[src/rtl/aos_pkg.sv]
package aos_pkg;

    typedef enum logic [1:0] {
        SHIFT_MID   = 2'd0,
        SHIFT_P250  = 2'd1,
        SHIFT_P375  = 2'd2,
        SHIFT_P4375 = 2'd3
    } shift_e;

    typedef enum logic {
        ST_IDLE = 1'b0,
        ST_EMIT = 1'b1
    } phase_e;

    // Lower edge of the linear band for an n-bit converter.
    function automatic int band_lo(input int n);
        return ((1 << (n - 1)) - 1) / 10;
    endfunction

    // Upper edge of the linear band for an n-bit converter.
    function automatic int band_hi(input int n);
        return (((1 << (n - 1)) - 1) * 9) / 10;
    endfunction

endpackage

[src/rtl/aos_res_decode.sv]
module aos_res_decode #(
    parameter int MIN_RES = 12,
    parameter int MAX_RES = 18,
    parameter int SEL_W   = 3,
    parameter int NW      = 5
) (
    input  logic [SEL_W-1:0] res_sel,
    output logic [SEL_W-1:0] res_idx,
    output logic [NW-1:0]    res_bits
);
    localparam int SPAN = MAX_RES - MIN_RES;

    // Codes above the widest setting clamp to it.
    always_comb begin
        if (int'(res_sel) > SPAN) begin
            res_idx = SEL_W'(SPAN);
        end else begin
            res_idx = res_sel;
        end
        res_bits = NW'(MIN_RES) + NW'(res_idx);
    end

endmodule

[src/rtl/aos_range_map.sv]
module aos_range_map
    import aos_pkg::*;
#(
    parameter int MAX_RES = 18,
    parameter int NW      = 5
) (
    input  logic [MAX_RES-1:0] sample,
    input  logic [NW-1:0]      res_bits,
    input  shift_e             shift_sel,
    output logic [MAX_RES-2:0] count
);
    localparam int CNT_W = MAX_RES - 1;
    localparam int SUM_W = MAX_RES + 2;

    logic [NW-1:0]                 drop;
    logic signed [MAX_RES-1:0]     aligned;
    logic signed [MAX_RES-1:0]     sext;
    logic signed [SUM_W-1:0]       full_scale;
    logic signed [SUM_W-1:0]       mid;
    logic signed [SUM_W-1:0]       eighth;
    logic signed [SUM_W-1:0]       offs;
    logic signed [SUM_W-1:0]       sum;

    always_comb begin
        // Sign extend from bit res_bits-1, discarding the bits above it.
        drop    = NW'(MAX_RES) - res_bits;
        aligned = $signed(sample << drop);
        sext    = aligned >>> drop;

        full_scale = $signed((SUM_W'(1) << (res_bits - NW'(1))) - SUM_W'(1));
        mid        = $signed((SUM_W'(1) << (res_bits - NW'(2))) - SUM_W'(1));
        eighth     = $signed(SUM_W'(1) << (res_bits - NW'(3)));

        unique case (shift_sel)
            SHIFT_MID:   offs = '0;
            SHIFT_P250:  offs = eighth;
            SHIFT_P375:  offs = eighth + (eighth >>> 1);
            SHIFT_P4375: offs = eighth + (eighth >>> 1) + (eighth >>> 2);
            default:     offs = '0;
        endcase

        sum = SUM_W'(sext) + mid + offs;

        if (sum < 0) begin
            count = '0;
        end else if (sum > full_scale) begin
            count = full_scale[CNT_W-1:0];
        end else begin
            count = sum[CNT_W-1:0];
        end
    end

endmodule

[src/rtl/aos_lin_window.sv]
module aos_lin_window
    import aos_pkg::*;
#(
    parameter int MIN_RES = 12,
    parameter int MAX_RES = 18,
    parameter int SEL_W   = 3
) (
    input  logic [SEL_W-1:0]   res_idx,
    input  logic [MAX_RES-2:0] count,
    output logic               outside
);
    localparam int CNT_W = MAX_RES - 1;
    localparam int ROWS  = 1 << SEL_W;

    logic [CNT_W-1:0] lo_tab [ROWS];
    logic [CNT_W-1:0] hi_tab [ROWS];

    for (genvar g = 0; g < ROWS; g++) begin : g_row
        localparam int N = (MIN_RES + g > MAX_RES) ? MAX_RES : MIN_RES + g;
        assign lo_tab[g] = CNT_W'(band_lo(N));
        assign hi_tab[g] = CNT_W'(band_hi(N));
    end

    always_comb begin
        outside = (count < lo_tab[res_idx]) || (count > hi_tab[res_idx]);
    end

endmodule

[src/rtl/adc_offset_shifter.sv]
module adc_offset_shifter
    import aos_pkg::*;
#(
    parameter int MIN_RES = 12,
    parameter int MAX_RES = 18,
    parameter int SEL_W   = 3
) (
    input  logic               clk,
    input  logic               rst_n,
    input  logic               in_valid,
    input  logic [MAX_RES-1:0] in_sample,
    input  logic [SEL_W-1:0]   res_sel,
    input  logic [1:0]         shift_sel,
    output logic [MAX_RES-2:0] out_count,
    output logic               out_over,
    output logic               out_valid
);
    localparam int CNT_W = MAX_RES - 1;
    localparam int NW    = $clog2(MAX_RES + 1);

    logic [SEL_W-1:0] res_idx;
    logic [NW-1:0]    res_bits;
    logic [CNT_W-1:0] mapped;
    logic             outside;
    phase_e           phase_q;
    phase_e           phase_d;

    aos_res_decode #(
        .MIN_RES (MIN_RES),
        .MAX_RES (MAX_RES),
        .SEL_W   (SEL_W),
        .NW      (NW)
    ) u_decode (
        .res_sel  (res_sel),
        .res_idx  (res_idx),
        .res_bits (res_bits)
    );

    aos_range_map #(
        .MAX_RES (MAX_RES),
        .NW      (NW)
    ) u_map (
        .sample    (in_sample),
        .res_bits  (res_bits),
        .shift_sel (shift_e'(shift_sel)),
        .count     (mapped)
    );

    aos_lin_window #(
        .MIN_RES (MIN_RES),
        .MAX_RES (MAX_RES),
        .SEL_W   (SEL_W)
    ) u_window (
        .res_idx (res_idx),
        .count   (mapped),
        .outside (outside)
    );

    // Next phase.
    always_comb begin
        unique case (phase_q)
            ST_IDLE: phase_d = in_valid ? ST_EMIT : ST_IDLE;
            ST_EMIT: phase_d = in_valid ? ST_EMIT : ST_IDLE;
            default: phase_d = ST_IDLE;
        endcase
    end

    // Phase register.
    always_ff @(posedge clk or negedge rst_n) begin
        if (!rst_n) begin
            phase_q <= ST_IDLE;
        end else begin
            phase_q <= phase_d;
        end
    end

    // Result registers, loaded on every accepted sample.
    always_ff @(posedge clk or negedge rst_n) begin
        if (!rst_n) begin
            out_count <= '0;
            out_over  <= 1'b0;
        end else if (in_valid) begin
            out_count <= mapped;
            out_over  <= outside;
        end
    end

    assign out_valid = (phase_q == ST_EMIT);

endmodule

[config.mk]
export PLATFORM = sky130hd
export DESIGN_NAME = adc_offset_shifter
export DESIGN_NICKNAME = d
export VERILOG_FILES = /design/src/rtl/aos_pkg.sv /design/src/rtl/aos_res_decode.sv /design/src/rtl/aos_range_map.sv /design/src/rtl/aos_lin_window.sv /design/src/rtl/adc_offset_shifter.sv
export SDC_FILE = /design/constraint.sdc
export NUM_CORES = 1
export LEC_CHECK = 0
export ABC_CLOCK_PERIOD_IN_PS = 800
export BUFFER_PORTS_ARGS = -buffer_cell sky130_fd_sc_hd__buf_2
export CAP_MARGIN = 20
export CORE_MARGIN = 5
export CORE_UTILIZATION = 51
export CTS_BUF_LIST = sky130_fd_sc_hd__clkbuf_8
export CTS_CLUSTER_DIAMETER = 80
export DETAILED_ROUTE_END_ITERATION = 8
export GPL_TIMING_DRIVEN = 0
export PLACE_DENSITY = 0.68
export SLEW_MARGIN = 40
export SYNTH_ARGS = -nofsm -noshare
export SYNTH_HDL_FRONTEND = slang
export SYNTH_SLANG_ARGS = --single-unit
[constraint.sdc]
create_clock -name clk -period 0.8 [get_ports clk]
set_input_delay 0.16 -clock clk [delete_from_list [all_inputs] [get_ports clk]]
set_output_delay 0.16 -clock clk [all_outputs]
set_load 0.03 [all_outputs]
==> results.md <==
* Total GRT Usage at 30.1%
* Top cells by count, synth: 133 x sky130_fd_sc_hd__ha_1, 108 x sky130_fd_sc_hd__nand2_1, 101 x sky130_fd_sc_hd__nor2_1, 78 x sky130_fd_sc_hd__inv_1, 73 x sky130_fd_sc_hd__a21oi_1
* CTS tree: yes
* DRC Markers at 0
* Most common flop cell mapped by yosys: sky130_fd_sc_hd__dfrtp_1
* Final Hold Slack at 0.0910 ns
* Horizontal die dimension at 138 µm
* Final Hold Viols at 0
* Worst clock skew on the final layout at 0 ns
* Final Wtd Congestion at 0.991
* Maximum number of buffers from clock root to sink at 2
* TritonCTS sink count at 19
* Leftover overflow at the end of global routing at 0
* Worst-path clk slew at 0.07 ns
* Setup-failing EPs final at 37
* Synthesized area per cell at 7.51 µm²
* Worst-case reg-to-reg path depth at 4
* Leakage at 5.10 nW
* Placed inst area at 0.00927 mm²
* Layout Nets at 1485
* Share of Yosys cell area claimed by the top area cell type at 19.8%
* # H-tree levels at 1
* Overall die height at 138 µm
* Critical Path Start Type: input port
* Average wire per cell in the routed design at 20.9 µm
* Via-to-Cell Ratio at 6.36
* Std cell rows at 47
* Startpoint of the worst-slack reg-to-reg timing path: out_count[2]$_DFFE_PN0P_
* Clock root buffer: sky130_fd_sc_hd__clkbuf_8
* Total routed wirelength at 31.9 mm
* Most numerous cell in the Yosys netlist: sky130_fd_sc_hd__ha_1
* Distinct cell type count after synthesis at 100
* Largest delay share family, worst path: compound AO/OA/AOI/OAI gates
* Power Total at 51.0 mW
* Buf+Inv Stages, Crit Path at 9
* Destination of the worst register-to-register timing path: out_count[2]$_DFFE_PN0P_
* Outcome: complete, but fails checks
* Worst slew slack as a fraction of its limit at 46.8%
* Fill cell count at 1294
* Last element of the critical path: out_over$_DFFE_PN0P_
* Number of I/O pins at 45
* Cell depth of the worst setup path at 53
* Final standard cell count with taps included and fillers excluded at 1524
* Type of the worst setup path: input port to flop
* Clock buffer count from CTS at 3
* Std-Cell Core Area at 0.0163 mm²
* Gate count after technology mapping at 1120
* Type of the most critical hold path: input port to flop
* Critical path's most frequent cell: sky130_fd_sc_hd__ha_4
* Global-route wire length before repair at 48.0 mm
* Data arrival, critical path at 10.20 ns
* Worst VDD drop at 4590 µV
* Violations in the final reports: setup timing
* Via count of the first global-routing pass at 9239
* Launch point of the critical path: res_sel[1]
* Post-route cell area at 0.0116 mm²
* Setup WS post-layout at -9.23 ns
* Count of routing violations after the opening detailed-route iteration at 670
* Cell area after technology mapping at 0.00841 mm²
* Largest cells by area after synthesis: sky130_fd_sc_hd__ha_1 20%, sky130_fd_sc_hd__dfrtp_1 5.7%, sky130_fd_sc_hd__fa_1 5.0%, sky130_fd_sc_hd__nand2_1 4.8%, sky130_fd_sc_hd__nor2_1 4.5%
* Worst path max stage delay at 0.55 ns
* Initial antenna violation count at 0
* Slew Viols, Final at 0
* Die footprint at 0.0192 mm²
* Post-route fraction of the period consumed by the critical path at 1250%
* Required time of the critical path at 0.97 ns
* Library cell occupying the most area in the post-synthesis netlist: sky130_fd_sc_hd__ha_1
* Register-to-register setup slack at -0.12 ns
* Asr flop ratio synth at 100%
* Count of yosys warnings during synthesis at 0
* Router iterations before antenna repair at 6
* Slew of the pin with the lowest slew margin at 0.795 ns
* Maximum number of pins on one net before global-route repair at 20
* Largest fanout on the critical path at 11
* Endpoint type of the worst setup path: flop
* Library cell contributing the largest single delay on the critical path: sky130_fd_sc_hd__or4_4
* Number of enable-type register cells in the synthesized netlist at 0
* Areal power density over the cells at 4400 mW/mm²
* Dpl cells at 1405
* Final worst path period need at 10.03 ns
* F_max at 0.0997 GHz
* Sequential cell area fraction in the yosys report at 5.66%
* HPWL after detailed placement at 22.5 mm
* Number of vias in the routed layout at 9699
* Number of diodes at 0
* Total of buffers placed on input and output ports at 42
* Layout cell share with drive strength beyond 1 at 32.3%
* Max capacitance violation total at 0
* Insertion delay to the later sink of the worst-skew pair at 0.26 ns
* Unrepaired setup endpoints after global routing: yes
* Effective utilization at floorplan at 51.4%
* Area overhead of the layout relative to synthesis at 37.9%
* Total of flip-flops plus latches after synthesis at 19
* Count of nets left with antenna violations after detail routing at 0
==> worst register-to-register path: cells and delay by family (launching register included) <==
family,cells,cell delay [ns]
and+or+nand+nor,1,0.07
AOI/OAI and AO/OA,1,0.07
buffers and inverters,2,0.26
DFF,1,0.40
==> routing by layer <==
| metal | wire length, µm | part of all wire, % | global-route usage [%] | vias to the layer above |
|---|---|---|---|---|
| li1 | - | - | - | 4501 |
| met1 | 13000 | 41 | 38.6 | 4629 |
| met2 | 15200 | 48 | 51.1 | 459 |
| met3 | 2220 | 7.0 | 4.04 | 110 |
| met4 | 1380 | 4.3 | 12.1 | 0 |
| met5 | 0 | 0 | 0 | - |
==> worst min-delay path by stage <==
stage / from / to / slack, ns / depth (start not counted)
2_1_floorplan: rst_n / out_count[0]$_DFFE_PN0P_ / -0.14 / 0
5_1_grt: in_valid / out_valid$_DFF_PN0_ / 0.08 / 1
6_report: in_valid / out_valid$_DFF_PN0_ / 0.09 / 1
3_5_place_dp: rst_n / out_count[6]$_DFFE_PN0P_ / 0.12 / 1
3_3_place_gp: rst_n / out_count[5]$_DFFE_PN0P_ / 0.12 / 1
4_1_cts: in_valid / out_valid$_DFF_PN0_ / 0.08 / 1
==> registers in the layout, indices dropped and copies added (netlist names) <==
name	flops
out_over	1
out_valid	1
out_count	17
==> timing repair <==
item | CTS | global route
setup endpoints to repair | 37 | 56
resized for setup | 183 | 131
hold endpoints to repair | 19 | 0
setup buffers | 73 | 58
pin swaps | 58 | 110
hold buffers | 1 | 0
==> report_power, final <==
part,internal [mW],switching (mW),total [mW]
clock network,0.347,0.344,0.691
registers,1.41,0.280,1.69
logic,23.1,25.5,48.6
==> stage by stage <==
step | utilization, % | setup WS (ns) | setup TNS (ns)
after floorplan | - | -8.66 | -128.71
after global placement | 56.7 | -10.99 | -166.09
after detailed placement | 56.7 | -11.06 | -166.76
after CTS | 65.1 | -8.92 | -137.28
after global routing | 70.9 | -9.47 | -144.78
final | 70.9 | -9.23 | -140.97
==> logic make-up (layout without fill, tap and decap cells) <==
family                   after synthesis  count (layout)  share of synthesized area, %
AND/OR/NAND/NOR                      357             357                          20.1
AO/OA/AOI/OAI                        350             350                          30.0
adder cells (fa/ha/maj)              154             154                          24.8
buffers and inverters                139             300                          7.20
multiplexers                          52              52                          6.91
XOR/XNOR                              47              47                          5.30
flip-flops                            19              19                          5.66
other                                  2              25                        0.0893
==> cells in the final DEF, fill, tap and decap left out, drive strengths merged, types with 6 or more instances in the layout <==
cell type	instances
buf	182
ha	133
nand2	110
nor2	103
inv	81
a21oi	74
o21ai	62
xnor2	35
mux2i	34
clkbuf	32
nand3	29
nor3	29
a21o	28
conb	25
a211oi	22
fa	21
o31ai	21
dfrtp	19
nor2b	18
o21a	16
a31oi	15
mux2	15
a22oi	14
xor2	12
nand2b	12
nand4	11
o22ai	11
and2	10
o211ai	9
o2111ai	8
a32oi	7
and3	7
a221oi	6
or2	6
nor4	6
==> layout make-up <==
| type | instances | area, µm² | area share [%] |
|---|---|---|---|
| plain buffers | 53 | 387 | 3.33 |
| multi-input cells | 985 | 8740 | 75.4 |
| inverters | 84 | 343 | 2.96 |
| repair buffers | 159 | 1330 | 11.5 |
| flip-flops and latches | 19 | 475 | 4.10 |
| well taps | 220 | 275 | 2.37 |
| clock buffers | 3 | 41.3 | 0.356 |
| clock inverters | 1 | 5.00 | 0.0432 |
No activity file was read; power rests on OpenSTA's default activity.
